==> src/rtl/refdiv_pkg.sv <==
`timescale 1ns/1ps
package refdiv_pkg;
    localparam int DATA_W   = 32;
    localparam int ADDR_W   = 5;
    localparam int SEL_W    = 4;
    localparam int DIV_W    = 15;
    localparam int TRIM_W   = 9;

    // bit positions software depends on
    localparam int SEL_LSB  = 0;
    localparam int ACT_BIT  = 8;
    localparam int SW_BIT   = 9;
    localparam int OE_BIT   = 12;
    localparam int ON_BIT   = 15;
    localparam int DIV_LSB  = 16;
    localparam int TRIM_LSB = 23;

    // address layout: bank in bit 4, operation in bits 3:2
    localparam int BANK_LSB = 4;

    localparam logic [SEL_W-1:0] SRC_SYS = 4'd0;
    localparam logic [SEL_W-1:0] SRC_PLL = 4'd7;
    localparam logic [SEL_W-1:0] SRC_EXT = 4'd8;

    typedef enum logic [1:0] {
        WOP_NONE,
        WOP_PLAIN,
        WOP_CLR,
        WOP_SET
    } wop_e;

    function automatic logic [DATA_W-1:0] merge_word(
        input wop_e              op,
        input logic [DATA_W-1:0] cur,
        input logic [DATA_W-1:0] wd
    );
        case (op)
            WOP_PLAIN: merge_word = wd;
            WOP_CLR:   merge_word = cur & ~wd;
            WOP_SET:   merge_word = cur | wd;
            default:   merge_word = cur;
        endcase
    endfunction
endpackage

==> src/rtl/refdiv_regs.sv <==
`timescale 1ns/1ps
module refdiv_regs
    import refdiv_pkg::*;
#(
    parameter int AW = ADDR_W,
    parameter int DW = DATA_W,
    parameter int SW = SEL_W,
    parameter int NW = DIV_W,
    parameter int TW = TRIM_W
) (
    input  logic          clk,
    input  logic          rst_n,
    input  logic          wr_en,
    input  logic [AW-1:0] wr_addr,
    input  logic [DW-1:0] wr_data,
    input  logic [AW-1:0] rd_addr,
    output logic [DW-1:0] rd_data,
    input  logic          active,
    input  logic          sw_done,
    output logic [SW-1:0] sel,
    output logic          sw_req,
    output logic          oe,
    output logic          run_en,
    output logic [NW-1:0] div_pend,
    output logic [TW-1:0] trim_pend
);
    localparam int BANK_W = AW - BANK_LSB;

    typedef struct packed {
        logic [SW-1:0] sel;
        logic          sw;
        logic          oe;
        logic          on;
        logic [NW-1:0] div;
        logic [TW-1:0] trim;
    } regs_t;

    regs_t regs_d, regs_q;

    wop_e              op;
    logic [BANK_W-1:0] wr_bank;
    logic [BANK_W-1:0] rd_bank;
    logic              rd_ok;
    logic [DW-1:0]     ctrl_img, trim_img, ctrl_w, trim_w;
    logic              set_sw;
    logic              unused_word;

    always_comb begin
        wr_bank = wr_addr[AW-1:BANK_LSB];
        rd_bank = rd_addr[AW-1:BANK_LSB];
        op = WOP_NONE;
        if (wr_en && wr_addr[1:0] == 2'b00 && wr_bank <= BANK_W'(1)) begin
            case (wr_addr[3:2])
                2'b00:   op = WOP_PLAIN;
                2'b01:   op = WOP_CLR;
                2'b10:   op = WOP_SET;
                default: op = WOP_NONE;
            endcase
        end
        rd_ok = (rd_addr[1:0] == 2'b00) && (rd_addr[3:2] != 2'b11);

        ctrl_img = '0;
        ctrl_img[SEL_LSB +: SW] = regs_q.sel;
        ctrl_img[ACT_BIT]       = active;
        ctrl_img[SW_BIT]        = regs_q.sw;
        ctrl_img[OE_BIT]        = regs_q.oe;
        ctrl_img[ON_BIT]        = regs_q.on;
        ctrl_img[DIV_LSB +: NW] = regs_q.div;
        trim_img = '0;
        trim_img[TRIM_LSB +: TW] = regs_q.trim;

        ctrl_w = merge_word(op, ctrl_img, wr_data);
        trim_w = merge_word(op, trim_img, wr_data);

        regs_d = regs_q;
        set_sw = 1'b0;
        if (op != WOP_NONE && wr_bank == BANK_W'(0)) begin
            regs_d.sel = ctrl_w[SEL_LSB +: SW];
            regs_d.sw  = ctrl_w[SW_BIT];
            regs_d.oe  = ctrl_w[OE_BIT];
            regs_d.on  = ctrl_w[ON_BIT];
            regs_d.div = ctrl_w[DIV_LSB +: NW];
            set_sw     = (op == WOP_PLAIN || op == WOP_SET) && wr_data[SW_BIT];
        end
        if (op != WOP_NONE && wr_bank == BANK_W'(1)) begin
            regs_d.trim = trim_w[TRIM_LSB +: TW];
        end
        // completion clears the request unless this cycle's write re-arms it
        if (sw_done) begin
            regs_d.sw = set_sw;
        end

        if (!rd_ok)                        rd_data = '0;
        else if (rd_bank == BANK_W'(0))    rd_data = ctrl_img;
        else if (rd_bank == BANK_W'(1))    rd_data = trim_img;
        else                               rd_data = '0;
    end

    assign unused_word = ^{ctrl_w, trim_w};

    always_ff @(posedge clk or negedge rst_n) begin
        if (!rst_n) regs_q <= '0;
        else        regs_q <= regs_d;
    end

    assign sel       = regs_q.sel;
    assign sw_req    = regs_q.sw;
    assign oe        = regs_q.oe;
    assign run_en    = regs_q.on;
    assign div_pend  = regs_q.div;
    assign trim_pend = regs_q.trim;

    AST_SW_CLEARS: assert property (@(posedge clk) disable iff (!rst_n)
        sw_done && !set_sw |=> !sw_req);
    AST_SW_REARM: assert property (@(posedge clk) disable iff (!rst_n)
        sw_done && set_sw |=> sw_req);
    AST_SW_NO_SELF_SET: assert property (@(posedge clk) disable iff (!rst_n)
        !sw_req && !wr_en |=> !sw_req);
endmodule

==> src/rtl/refdiv_srcmux.sv <==
`timescale 1ns/1ps
module refdiv_srcmux
    import refdiv_pkg::*;
#(
    parameter int SW = SEL_W
) (
    input  logic [SW-1:0] sel,
    input  logic          sys_tick,
    input  logic          pll_tick,
    input  logic          ext_tick,
    output logic          tick
);
    always_comb begin
        case (sel)
            SRC_SYS: tick = sys_tick;
            SRC_PLL: tick = pll_tick;
            SRC_EXT: tick = ext_tick;
            default: tick = 1'b0;
        endcase
    end
endmodule

==> src/rtl/refdiv_core.sv <==
`timescale 1ns/1ps
module refdiv_core
    import refdiv_pkg::*;
#(
    parameter int NW = DIV_W,
    parameter int TW = TRIM_W
) (
    input  logic          clk,
    input  logic          rst_n,
    input  logic          tick,
    input  logic          run_en,
    input  logic          oe,
    input  logic          sw_req,
    input  logic [NW-1:0] div_pend,
    input  logic [TW-1:0] trim_pend,
    output logic          sw_done,
    output logic          active,
    output logic          ref_out
);
    localparam int CNT_W = NW + 1;

    typedef struct packed {
        logic             run;
        logic             phase;
        logic             ref_o;
        logic [CNT_W-1:0] cnt;
        logic [TW-1:0]    acc;
        logic [NW-1:0]    div;
        logic [TW-1:0]    trim;
    } core_t;

    core_t core_d, core_q;

    logic [TW:0]      sum;
    logic [CNT_W-1:0] half_len;
    logic             bypass;
    logic             half_end;

    always_comb begin
        sum      = {1'b0, core_q.acc} + {1'b0, core_q.trim};
        half_len = CNT_W'(core_q.div) + CNT_W'(sum[TW]);
        bypass   = (core_q.div == '0);
        half_end = core_q.run && tick && !bypass
                   && ((core_q.cnt + CNT_W'(1)) >= half_len);
        sw_done  = sw_req && (!core_q.run || bypass || half_end);

        core_d = core_q;
        if (!core_q.run) begin
            core_d.phase = 1'b0;
            core_d.cnt   = '0;
            core_d.acc   = '0;
            core_d.run   = run_en;
        end else if (!run_en && !core_q.phase) begin
            core_d.run = 1'b0;
        end else if (bypass) begin
            core_d.phase = tick;
        end else if (tick) begin
            if (half_end) begin
                core_d.phase = ~core_q.phase;
                core_d.cnt   = '0;
                core_d.acc   = sum[TW-1:0];
            end else begin
                core_d.cnt = core_q.cnt + CNT_W'(1);
            end
        end

        if (sw_done) begin
            core_d.div  = div_pend;
            core_d.trim = trim_pend;
            core_d.acc  = '0;
            core_d.cnt  = '0;
        end

        core_d.ref_o = core_d.phase & oe;
    end

    always_ff @(posedge clk or negedge rst_n) begin
        if (!rst_n) core_q <= '0;
        else        core_q <= core_d;
    end

    assign active  = core_q.run;
    assign ref_out = core_q.ref_o;

    AST_IDLE_LOW: assert property (@(posedge clk) disable iff (!rst_n)
        !core_q.run |=> !ref_out);
    AST_OE_GATE: assert property (@(posedge clk) disable iff (!rst_n)
        !oe |=> !ref_out);
    AST_CNT_BOUND: assert property (@(posedge clk) disable iff (!rst_n)
        core_q.run && !bypass |-> core_q.cnt < half_len);
    AST_NO_TICK_HOLD: assert property (@(posedge clk) disable iff (!rst_n)
        core_q.run && !bypass && !tick |=> $stable(core_q.phase));
endmodule

==> src/rtl/refdiv_top.sv <==
`timescale 1ns/1ps
module refdiv_top
    import refdiv_pkg::*;
#(
    parameter int AW = ADDR_W,
    parameter int DW = DATA_W
) (
    input  logic          clk,
    input  logic          rst_n,
    input  logic          wr_en,
    input  logic [AW-1:0] wr_addr,
    input  logic [DW-1:0] wr_data,
    input  logic [AW-1:0] rd_addr,
    output logic [DW-1:0] rd_data,
    input  logic          sys_tick,
    input  logic          pll_tick,
    input  logic          ext_tick,
    output logic          ref_out
);
    logic [SEL_W-1:0]  sel;
    logic              sw_req, sw_done, oe, run_en, active, tick;
    logic [DIV_W-1:0]  div_pend;
    logic [TRIM_W-1:0] trim_pend;

    refdiv_regs #(.AW(AW), .DW(DW), .SW(SEL_W), .NW(DIV_W), .TW(TRIM_W)) u_regs (
        .clk       (clk),
        .rst_n     (rst_n),
        .wr_en     (wr_en),
        .wr_addr   (wr_addr),
        .wr_data   (wr_data),
        .rd_addr   (rd_addr),
        .rd_data   (rd_data),
        .active    (active),
        .sw_done   (sw_done),
        .sel       (sel),
        .sw_req    (sw_req),
        .oe        (oe),
        .run_en    (run_en),
        .div_pend  (div_pend),
        .trim_pend (trim_pend)
    );

    refdiv_srcmux #(.SW(SEL_W)) u_mux (
        .sel      (sel),
        .sys_tick (sys_tick),
        .pll_tick (pll_tick),
        .ext_tick (ext_tick),
        .tick     (tick)
    );

    refdiv_core #(.NW(DIV_W), .TW(TRIM_W)) u_core (
        .clk       (clk),
        .rst_n     (rst_n),
        .tick      (tick),
        .run_en    (run_en),
        .oe        (oe),
        .sw_req    (sw_req),
        .div_pend  (div_pend),
        .trim_pend (trim_pend),
        .sw_done   (sw_done),
        .active    (active),
        .ref_out   (ref_out)
    );
endmodule

==> config.mk <==
export PLATFORM = sky130hd
export DESIGN_NAME = refdiv_top
export DESIGN_NICKNAME = d
export VERILOG_FILES = /design/src/rtl/refdiv_pkg.sv /design/src/rtl/refdiv_regs.sv /design/src/rtl/refdiv_srcmux.sv /design/src/rtl/refdiv_core.sv /design/src/rtl/refdiv_top.sv
export SDC_FILE = /design/constraint.sdc
export NUM_CORES = 1
export LEC_CHECK = 0
export ABC_AREA = 0
export CORE_MARGIN = 2
export CORE_UTILIZATION = 65
export CTS_CLUSTER_DIAMETER = 120
export DETAILED_ROUTE_END_ITERATION = 8
export DONT_BUFFER_PORTS = 1
export PLACE_DENSITY = 0.84
export SYNTH_ARGS = -nofsm -noshare
export SYNTH_HDL_FRONTEND = slang
export SYNTH_SLANG_ARGS = --single-unit
==> constraint.sdc <==
create_clock -name clk -period 7.7 [get_ports clk]
set_clock_uncertainty 0.05 [all_clocks]
set_input_delay 1.54 -clock clk [delete_from_list [all_inputs] [get_ports clk]]
set_output_delay 1.54 -clock clk [all_outputs]
set_load 0.05 [all_outputs]
After elaboration in Yosys (flattened, before gate mapping)
Index checks and enable logic that the tools add are counted.
Operators by class
  mux-type cells: 23
  eq/ne operators: 12
  bitwise operators: 8
  reduce and logical (&&, ||, !) cells: 32
  magnitude comparators: 2
  add/sub/neg operators: 3
Operators by type and width (count)
  25-bit two-way mux: 4
  32-bit one-hot mux with 3 select lines: 1
  31-bit one-hot mux with 3 select lines: 1
  32-bit two-way mux: 2
  49-bit two-way mux: 1
  32-bit AND: 1
  32-bit inverter: 1
  32-bit OR: 1
  31-bit AND: 1
  31-bit OR: 1
  18-bit two-way mux: 1
  15-bit by 1-bit adder with 16-bit output: 1
  16-bit by 1-bit adder with 16-bit output (second input constant): 1
  16-bit >= comparator: 1
  16-bit two-way mux: 1
  15-bit logical NOT: 1
  1-bit logical AND: 11
  9-bit by 9-bit adder with 10-bit output: 1
  9-bit two-way mux: 1
  3-bit != test (second input constant): 3
  1-bit two-way mux: 7
  2-bit == test (second input constant): 3
  2-bit logical NOT: 3
  2-bit one-hot mux with 3 select lines: 1
  19 further kinds: 30
Storage, ports and cells
  output and inout bits: 33
  word-level logic and storage cells: 93
  input port bits: 48
  register bits after elaboration: 83

Depth between registers and ports, before layout
Gate-level depths: netlist (run 1).
  word-level depth: 11
  depth in mapped cells: 21

Cells and area by module
A second synthesis (run 1) with hierarchy kept.
Unflattened totals
  cell total of the unflattened synthesis: 523
  area, all modules: 5372.7 um^2
Modules (own cells, without submodules)
  refdiv_core: instances 1, area an instance 3483.3 um^2, cells an instance 334
  refdiv_regs: instances 1, area an instance 1850.5 um^2, cells an instance 185
  refdiv_srcmux: instances 1, area an instance 38.8 um^2, cells an instance 4

Worst setup path after synthesis (run 1)
OpenSTA, ideal clock, no wires.
  kind: input -> output
  start: input rd_addr[2]
  end: output rd_data[9]
  data arrival time: 3102 ps
  buffers on the path: 1
  required time: 6110 ps
  cell stages on the path: 3
  setup slack: 3008 ps
  path through: a211o_1 > clkbuf_1 > nor3_1
On the way
  longest elaborated chain between the ends: 3
Ends and longest elaborated chain
  start: declaration: line refdiv_top.sv:13  | input logic [AW-1:0] rd_addr,
  2-bit != test: line refdiv_regs.sv:60  | rd_ok = (rd_addr[1:0] == 2'b00) && (rd_addr[3:2] != 2'b11);
  1-bit logical AND: line refdiv_regs.sv:60
  32-bit two-way mux: line refdiv_regs.sv:93  | if (!rd_ok) rd_data = '0;
  end: declaration: line refdiv_top.sv:14  | output logic [DW-1:0] rd_data,
No other way between the ends.

Worst setup path in the final report (run 1)
  start: register u_core.core_q[1] in the netlist's numbering
  end: register u_core.core_q[10] in the netlist's numbering
On the way
  longest elaborated chain between the ends: 6
Ends and longest elaborated chain
  start: declaration: line refdiv_core.sv:32  | core_t core_d, core_q;
  start signal: assignment: line refdiv_core.sv:79  | else core_q <= core_d;
  9-bit by 9-bit adder with 10-bit output: line refdiv_core.sv:40  | sum = {1'b0, core_q.acc} + {1'b0, core_q.trim};
  15-bit by 1-bit adder with 16-bit output: line refdiv_core.sv:41  | half_len = CNT_W'(core_q.div) + CNT_W'(sum[TW]);
  16-bit >= comparator: line refdiv_core.sv:44  | && ((core_q.cnt + CNT_W'(1)) >= half_len);
  1-bit logical AND: line refdiv_core.sv:44
  1-bit logical OR: line refdiv_core.sv:45  | sw_done = sw_req && (!core_q.run || bypass || half_end);
  1-bit logical AND: line refdiv_core.sv:45
No other way between the ends.
A chain may end at the register's enable or synchronous reset.

==> results of run 1 <==
[cells in the final DEF (no fill, tap or decap), drive strengths merged, types with 7 or more instances in the layout]
master	synthesis	routed
and2	13	13
conb	1	8
nand3	33	33
mux2i	12	12
dfrtp	83	83
o211ai	7	7
mux2	25	25
o21ai	12	12
clkbuf	12	9
nand2	45	45
nor2	63	63
xor2	15	15
ha	30	30
and3	9	9
a21o	7	7
a211oi	34	34
inv	7	8
nor3	7	7
a21oi	56	56
xnor2	17	17
[layer usage]
layer	vias to the layer above	routed length (um)
met4	0	226
li1	1933	-
met5	-	0
met2	141	5640
met3	20	691
met1	1999	4850
[worst max-delay path by stage]
stage                                  from                       endpoint  cells past startpoint
2_1_floorplan                    rd_addr[2]                     rd_data[9]                      3
3_3_place_gp   u_core.core_q[1]$_DFFE_PN0N_  u_core.core_q[12]$_DFFE_PN0N_                     20
3_5_place_dp   u_core.core_q[1]$_DFFE_PN0N_  u_core.core_q[10]$_DFFE_PN0N_                     20
4_1_cts        u_core.core_q[1]$_DFFE_PN0N_  u_core.core_q[10]$_DFFE_PN0N_                     19
5_1_grt        u_core.core_q[1]$_DFFE_PN0N_  u_core.core_q[12]$_DFFE_PN0N_                     19
6_report       u_core.core_q[1]$_DFFE_PN0N_  u_core.core_q[10]$_DFFE_PN0N_                     19
[through the flow]
step,std cells,worst slack [ns],power (mW),util,instance area [um2]
3_5_place_dp,627,2.13,0.660,0.674,5240
5_1_grt,643,1.68,0.996,0.699,5430
6_report,643,2.03,0.955,0.699,5430
2_1_floorplan,550,3.01,0.630,-,5240
4_1_cts,643,2.03,0.953,0.699,5430
3_3_place_gp,627,2.35,0.652,0.674,5240
[sequential cells by signal (all words and copies together), names as in the netlist]
signal	flops
u_core.active	1
u_core.core_q	50
u_core.ref_out	1
u_regs.div_pend	15
u_regs.oe	1
u_regs.run_en	1
u_regs.sel	4
u_regs.sw_req	1
u_regs.trim_pend	9
[report_power, final]
group          internal (mW)  switching, mW  leakage (nW)
Sequential             0.453         0.0243          1.15
Clock                  0.122          0.177        0.0848
Combinational         0.0609          0.118          1.32
[cells by family (layout without fill, tap and decap cells)]
kind of cell	Yosys count	after routing
buffers and inverters	36	27
other	1	8
adder cells (fa/ha/maj)	31	31
AND/OR/NAND/NOR	189	189
flip-flops	83	83
XOR/XNOR	32	32
multiplexers	37	37
AO/OA/AOI/OAI	134	134
[layout make-up]
type,instances,share of cell area
flip-flops and latches,83,0.383
well taps,102,0.0235
clock inverters,7,0.0120
clock buffers,9,0.0228
repair buffers,4,0.00553
multi-input cells,431,0.549
inverters,7,0.00484
[critical path: cells and delay by family, from the launching register on]
kind            cells  cell delay, ns
xor+xnor            1            0.19
mux                 1            0.40
simple gates        5            0.77
flops               1            0.44
compound gates      8            2.66
fa+ha+maj           4            1.04
==> run summary, run 1 <==
initial antenna violation count -> 0
Residual DRC -> 0
Synth area leaders -> dfrtp_1 (40%), ha_1 (7.2%), mux2_4 (5.8%)
multiplexer share of the synthesized area -> 0.0914
met2 Use GR -> 0.459
CP max-delay cell -> o21ai_4
Netlist cell types -> 48
VDD IR max -> 131 uV
Seq. cell area -> 2080 um2
CTS tree -> built
DRT iter0 DRCs -> 218
CP Cell Sequence -> ha_1, a211oi_1, nor2_1, o31ai_1, a21oi_1, a21o_1, a21o_1, ha_1, ha_1, nand3_1, nor2_1, nand2_1, xor2_1, ha_1, and4_1, a221oi_2, a21boi_4, o21ai_4, mux2_1
hpwl dp -> 8.09 mm
CTS hold repair buffers -> 0
synthesized flop and latch total -> 83
final wirelength -> 11.4 mm
largest family of logic cells by synthesized area -> compound AO/OA/AOI/OAI gates
grt ovf -> 0
post-synthesis adder-cell area fraction -> 0.0758
Die ar. -> 8760 um2
GR Util met1 -> 0.366
post-CTS sizing -> 0
vias in the first global route -> 3956
Root Driver -> clkbuf_8
RSZ-0062 raised after global routing -> no
FFs w/ async S/R, synth -> 1.00
Ports -> 81
share of layout cells above drive strength 1 -> 0.0906
syn avg cell area -> 9.60 um2
FF-to-FF path depth -> 19
vias -> 4093
gr busiest metal -> met2
Reg-to-Reg End -> u_core.core_q[10]$_DFFE_PN0N_
Fmax -> 176 MHz
Cells after Synth -> 543
post-layout min period -> 5.67 ns
vias per cell -> 6.37
biggest area consumer among synthesized cells -> dfrtp_1
H-tree depth -> 3
clk sinks -> 83
clk buf depth -> 2
Setup Buffers After CTS -> 0
hold worst-path end -> u_core.core_q[29]$_DFFE_PN0P_
post-synth top area share -> 0.398
CP Capture Type -> flip-flop
most common cell in the netlist -> dfrtp_1
Worst Tran Pin Value -> 1.01 ns
final hold viol count -> 0
clk_lat worst skew -> 0.36 ns
Critical Path AT -> 5.87 ns
largest net degree at the start of global routing -> 84
Post-synth EDFFs -> 0
reg2reg setup slack -> 2.03 ns
initial core utilization -> 0.671
post-synthesis cell area -> 5220 um2
Top FF cell, synth -> dfrtp_1
MaxCap Viol Count -> 0
Worst Path Class, Setup -> flip-flop to flip-flop
XOR/XNOR Fraction of Synth Area -> 0.0537
max_slew headroom -> 0.327
All-Layer GR Usage -> 0.277
Die Wd -> 93.6 um
YS warnings -> 0
post-synthesis compound-gate area fraction -> 0.174
hold_ws -> 0.492 ns
area grow syn2layout -> 4.05%
Setup TNS -> 0 ns
crit share post-route -> 0.737
kind of start point of the critical path -> flip-flop
Multi-input gate area -> 2980 um2
Hold WC Path Type -> flip-flop to flip-flop
fill cell count -> 579
Routed WL per cell -> 17.7 um
clock-pin transition on the worst setup and hold timing paths -> 0.09 ns
WP data required -> 7.90 ns
hold depth -> 2
drt pass-1 iters -> 5
final setup fails -> 0
cts bufs inserted -> 9
crit-path max FO -> 24
outcome -> finished clean
placer congestion estimate -> 0.819
core area -> 7770 um2
antenna cells -> 0
cell row count -> 32
commonest cells in the netlist -> dfrtp_1 (83), nor2_1 (63), a21oi_1 (56)
Most common cell on crit path -> ha_1
PD cells -> 176 nW/um2
Synth Area in Simple Gates -> 0.170
sequential-to-total area share from yosys stat -> 0.398
number of routed nets with antenna violations -> 0
HP Start -> u_core.core_q[29]$_DFFE_PN0P_
Port Buf Inserts -> 0
Slew Viols, Final -> 0
Leak -> 2.56 nW
Die H -> 93.6 um
Global Route met3 Usage -> 0.0459
largest stage delay on the critical path -> 0.82 ns
first-pass GRT wire length -> 19.0 mm
final net count -> 615
worst r2r src -> u_core.core_q[1]$_DFFE_PN0N_
Note: power is estimated with default switching activity, not from simulation.
==> run 2, diff against run 1 <==
- CORE_UTILIZATION: 65 -> 64
- PLACE_DENSITY: 0.84 -> 0.83
- clock period: 7.7 -> 5.3 ns (I/O delays scaled with it)
==> run 2 against run 1 <==
  * Hold slack worse by 0.16 ns
  * Combinational power increased by 53%
  * Critical endpoint is now u_core.core_q[12]$_DFFE_PN0N_
  * Fmax up 15%
  * Via count increased by 1.6%
  * Highest routed layer unchanged
  * Global-route usage rose by 0.39 points
  * Flip-flop and latch count unchanged
  * Final cell count is 0.62% higher
  * Critical path depth up 2
==> run summary, run 2 (same netlist as run 1, synthesis figures left out) <==
hpwl dp -> 8.16 mm
max reg flops -> 50
Residual DRC -> 0
pre-CTS setup slack -> 0.286 ns
final net count -> 621
internal power -> 1.07 mW
Root Driver -> clkbuf_8
CP Cell Sequence -> ha_1, a211oi_1, nor2_1, o31ai_1, a21oi_1, a21o_1, a21o_1, ha_1, ha_1, nand3_1, nor2_1, nand2_1, xor2_1, ha_1, and4_1, nand2_1, o311a_4, a21boi_4, o21ai_4, buf_4, mux2_1
PD cells -> 272 nW/um2
antenna cells -> 0
MaxCap Viol Count -> 0
Port Buf Inserts -> 0
Reg-to-Reg End -> u_core.core_q[12]$_DFFE_PN0N_
grt ovf -> 0
Flop pwr share -> 0.460
sw frac -> 0.292
RSZ-0062 raised after global routing -> no
final hold viol count -> 0
largest net degree at the start of global routing -> 84
post-layout min period -> 4.94 ns
CTS hold repair buffers -> 0
Seq. cell area -> 2080 um2
placer congestion estimate -> 0.851
clock-pin transition on the worst setup and hold timing paths -> 0.09 ns
initial antenna violation count -> 0
cts bufs inserted -> 9
CTS tree -> built
Die ar. -> 8890 um2
Comb pwr share -> 0.182
Hold WC Path Type -> input pin to async pin
WP data required -> 5.49 ns
post-layout util -> 0.708
reg2reg setup slack -> 0.36 ns
clk_lat worst skew -> 0.36 ns
Most common cell on crit path -> ha_1
Worst Path Class, Setup -> flip-flop to flip-flop
CP max-delay cell -> dfrtp_1
Slew Viols, Final -> 0
max_slew headroom -> 0.371
share of layout cells above drive strength 1 -> 0.0991
H-tree depth -> 3
kind of start point of the critical path -> flip-flop
CP bufs+invs -> 1
power share of the clock group -> 0.357
first-pass GRT wire length -> 19.7 mm
area grow syn2layout -> 5.93%
number of routed nets with antenna violations -> 0
worst r2r src -> u_core.core_q[1]$_DFFE_PN0N_
DRT iter0 DRCs -> 275
vias per cell -> 6.43
cell row count -> 32
VDD IR max -> 220 uV
most common cell after layout, fill and taps aside -> dfrtp_1
Leak -> 2.62 nW
All-Layer GR Usage -> 0.281
clk buf depth -> 2
Routed WL per cell -> 18.0 um
vias -> 4158
Crit path max-delay family -> compound AO/OA/AOI/OAI gates
Fmax -> 202 MHz
Multi-input gate area -> 2980 um2
crit share post-route -> 0.932
Die H -> 94.3 um
Sw Pwr -> 0.438 mW
most frequent cells in the layout -> dfrtp_1 (83), nor2_1 (63), a21oi_1 (56)
Setup TNS -> 0 ns
FF-to-FF path depth -> 21
final setup fails -> 0
vias in the first global route -> 4047
Critical Path AT -> 5.13 ns
Worst Tran Pin Value -> 0.940 ns
Die Wd -> 94.3 um
initial core utilization -> 0.668
Ports -> 81
PnR worst setup slack -> 0.359 ns
final wirelength -> 11.6 mm
drt pass-1 iters -> 4
largest register by flop count -> u_core.core_q
CP Capture Type -> flip-flop
clk sinks -> 83
fill cell count -> 575
largest stage delay on the critical path -> 0.44 ns
core area -> 7810 um2
outcome -> finished clean
crit path launch -> u_core.core_q[1]$_DFFE_PN0N_
crit-path max FO -> 7
==> run 2: changes by cell type in the layout (fill, tap and decap cells not counted) <==
cell / delta
a211o_2: +1
clkinvlp_4: -3
clkinv_8: -1
clkinv_2: +1
a211o_1: -1
bufinv_16: +3
inv_6: -1
buf_12: +1
clkinv_4: -1
buf_4: +5
==> run 2: layout make-up <==
type	instances	share of cell area
Multi-Input combinational cell	431	0.539
Sequential cell	83	0.376
Tap cell	102	0.0231
Clock buffer	9	0.0224
Clock inverter	5	0.0188
Timing Repair Buffer	10	0.0159
Inverter	7	0.00476
==> run 2: stage by stage <==
stage          hold slack (ns)  power, mW  instance area, um2  instances
2_1_floorplan            0.438      0.915                5240        550
3_3_place_gp             0.458      0.959                5290        632
3_5_place_dp             0.475      0.971                5290        632
4_1_cts                  0.334       1.50                5520        646
5_1_grt                  0.324       1.56                5520        647
6_report                 0.336       1.50                5520        647
==> run 2: timing repair <==
item                                   in CTS  in global routing
gates resized for setup                     0                  1
setup endpoints to repair                   0                 22
endpoints found under the hold margin       0                  0
buffers inserted                            0                  1
==> run 2: layer usage <==
layer	track usage	wire, um	vias up
li1	-	-	1949
met4	0.116	382	0
met5	0	0	-
met2	0.438	5590	157
met3	0.0602	780	34
met1	0.383	4890	2018
==> run 2: power by group through the flow <==
| stage | sequential [mW] | combinational [mW] | clock (mW) |
|---|---|---|---|
| 2_1_floorplan | 0.694 | 0.222 | 0 |
| 6_report | 0.692 | 0.274 | 0.537 |
| 4_1_cts | 0.692 | 0.269 | 0.539 |
| 3_3_place_gp | 0.702 | 0.257 | 0 |
| 3_5_place_dp | 0.704 | 0.267 | 0 |
| 5_1_grt | 0.697 | 0.298 | 0.566 |
==> run 2: worst reg2reg max path, delay by kind of cell, from the launching register on <==
family,cells,cell delay (ns)
buffers and inverters,1,0.18
multiplexers,1,0.33
AND/OR/NAND/NOR,6,0.84
flip-flops,1,0.44
XOR/XNOR,1,0.06
adder cells (fa/ha/maj),4,1.09
AO/OA/AOI/OAI,8,1.82
==> run 2: worst max-delay path by stage <==
| stage | end | slack, ns | cells past startpoint |
|---|---|---|---|
| global placement | u_core.core_q[4]$_DFFE_PN0N_ | 0.39 | 21 |
| global route | u_core.core_q[42]$_DFFE_PN0P_ | 0.03 | 22 |
| finish | u_core.core_q[12]$_DFFE_PN0N_ | 0.36 | 21 |
| floorplan | u_core.core_q[0]$_DFFE_PN0N_ | 0.75 | 21 |
| detailed placement | u_core.core_q[23]$_DFFE_PN0N_ | 0.29 | 21 |
| CTS | u_core.core_q[23]$_DFFE_PN0N_ | 0.25 | 21 |
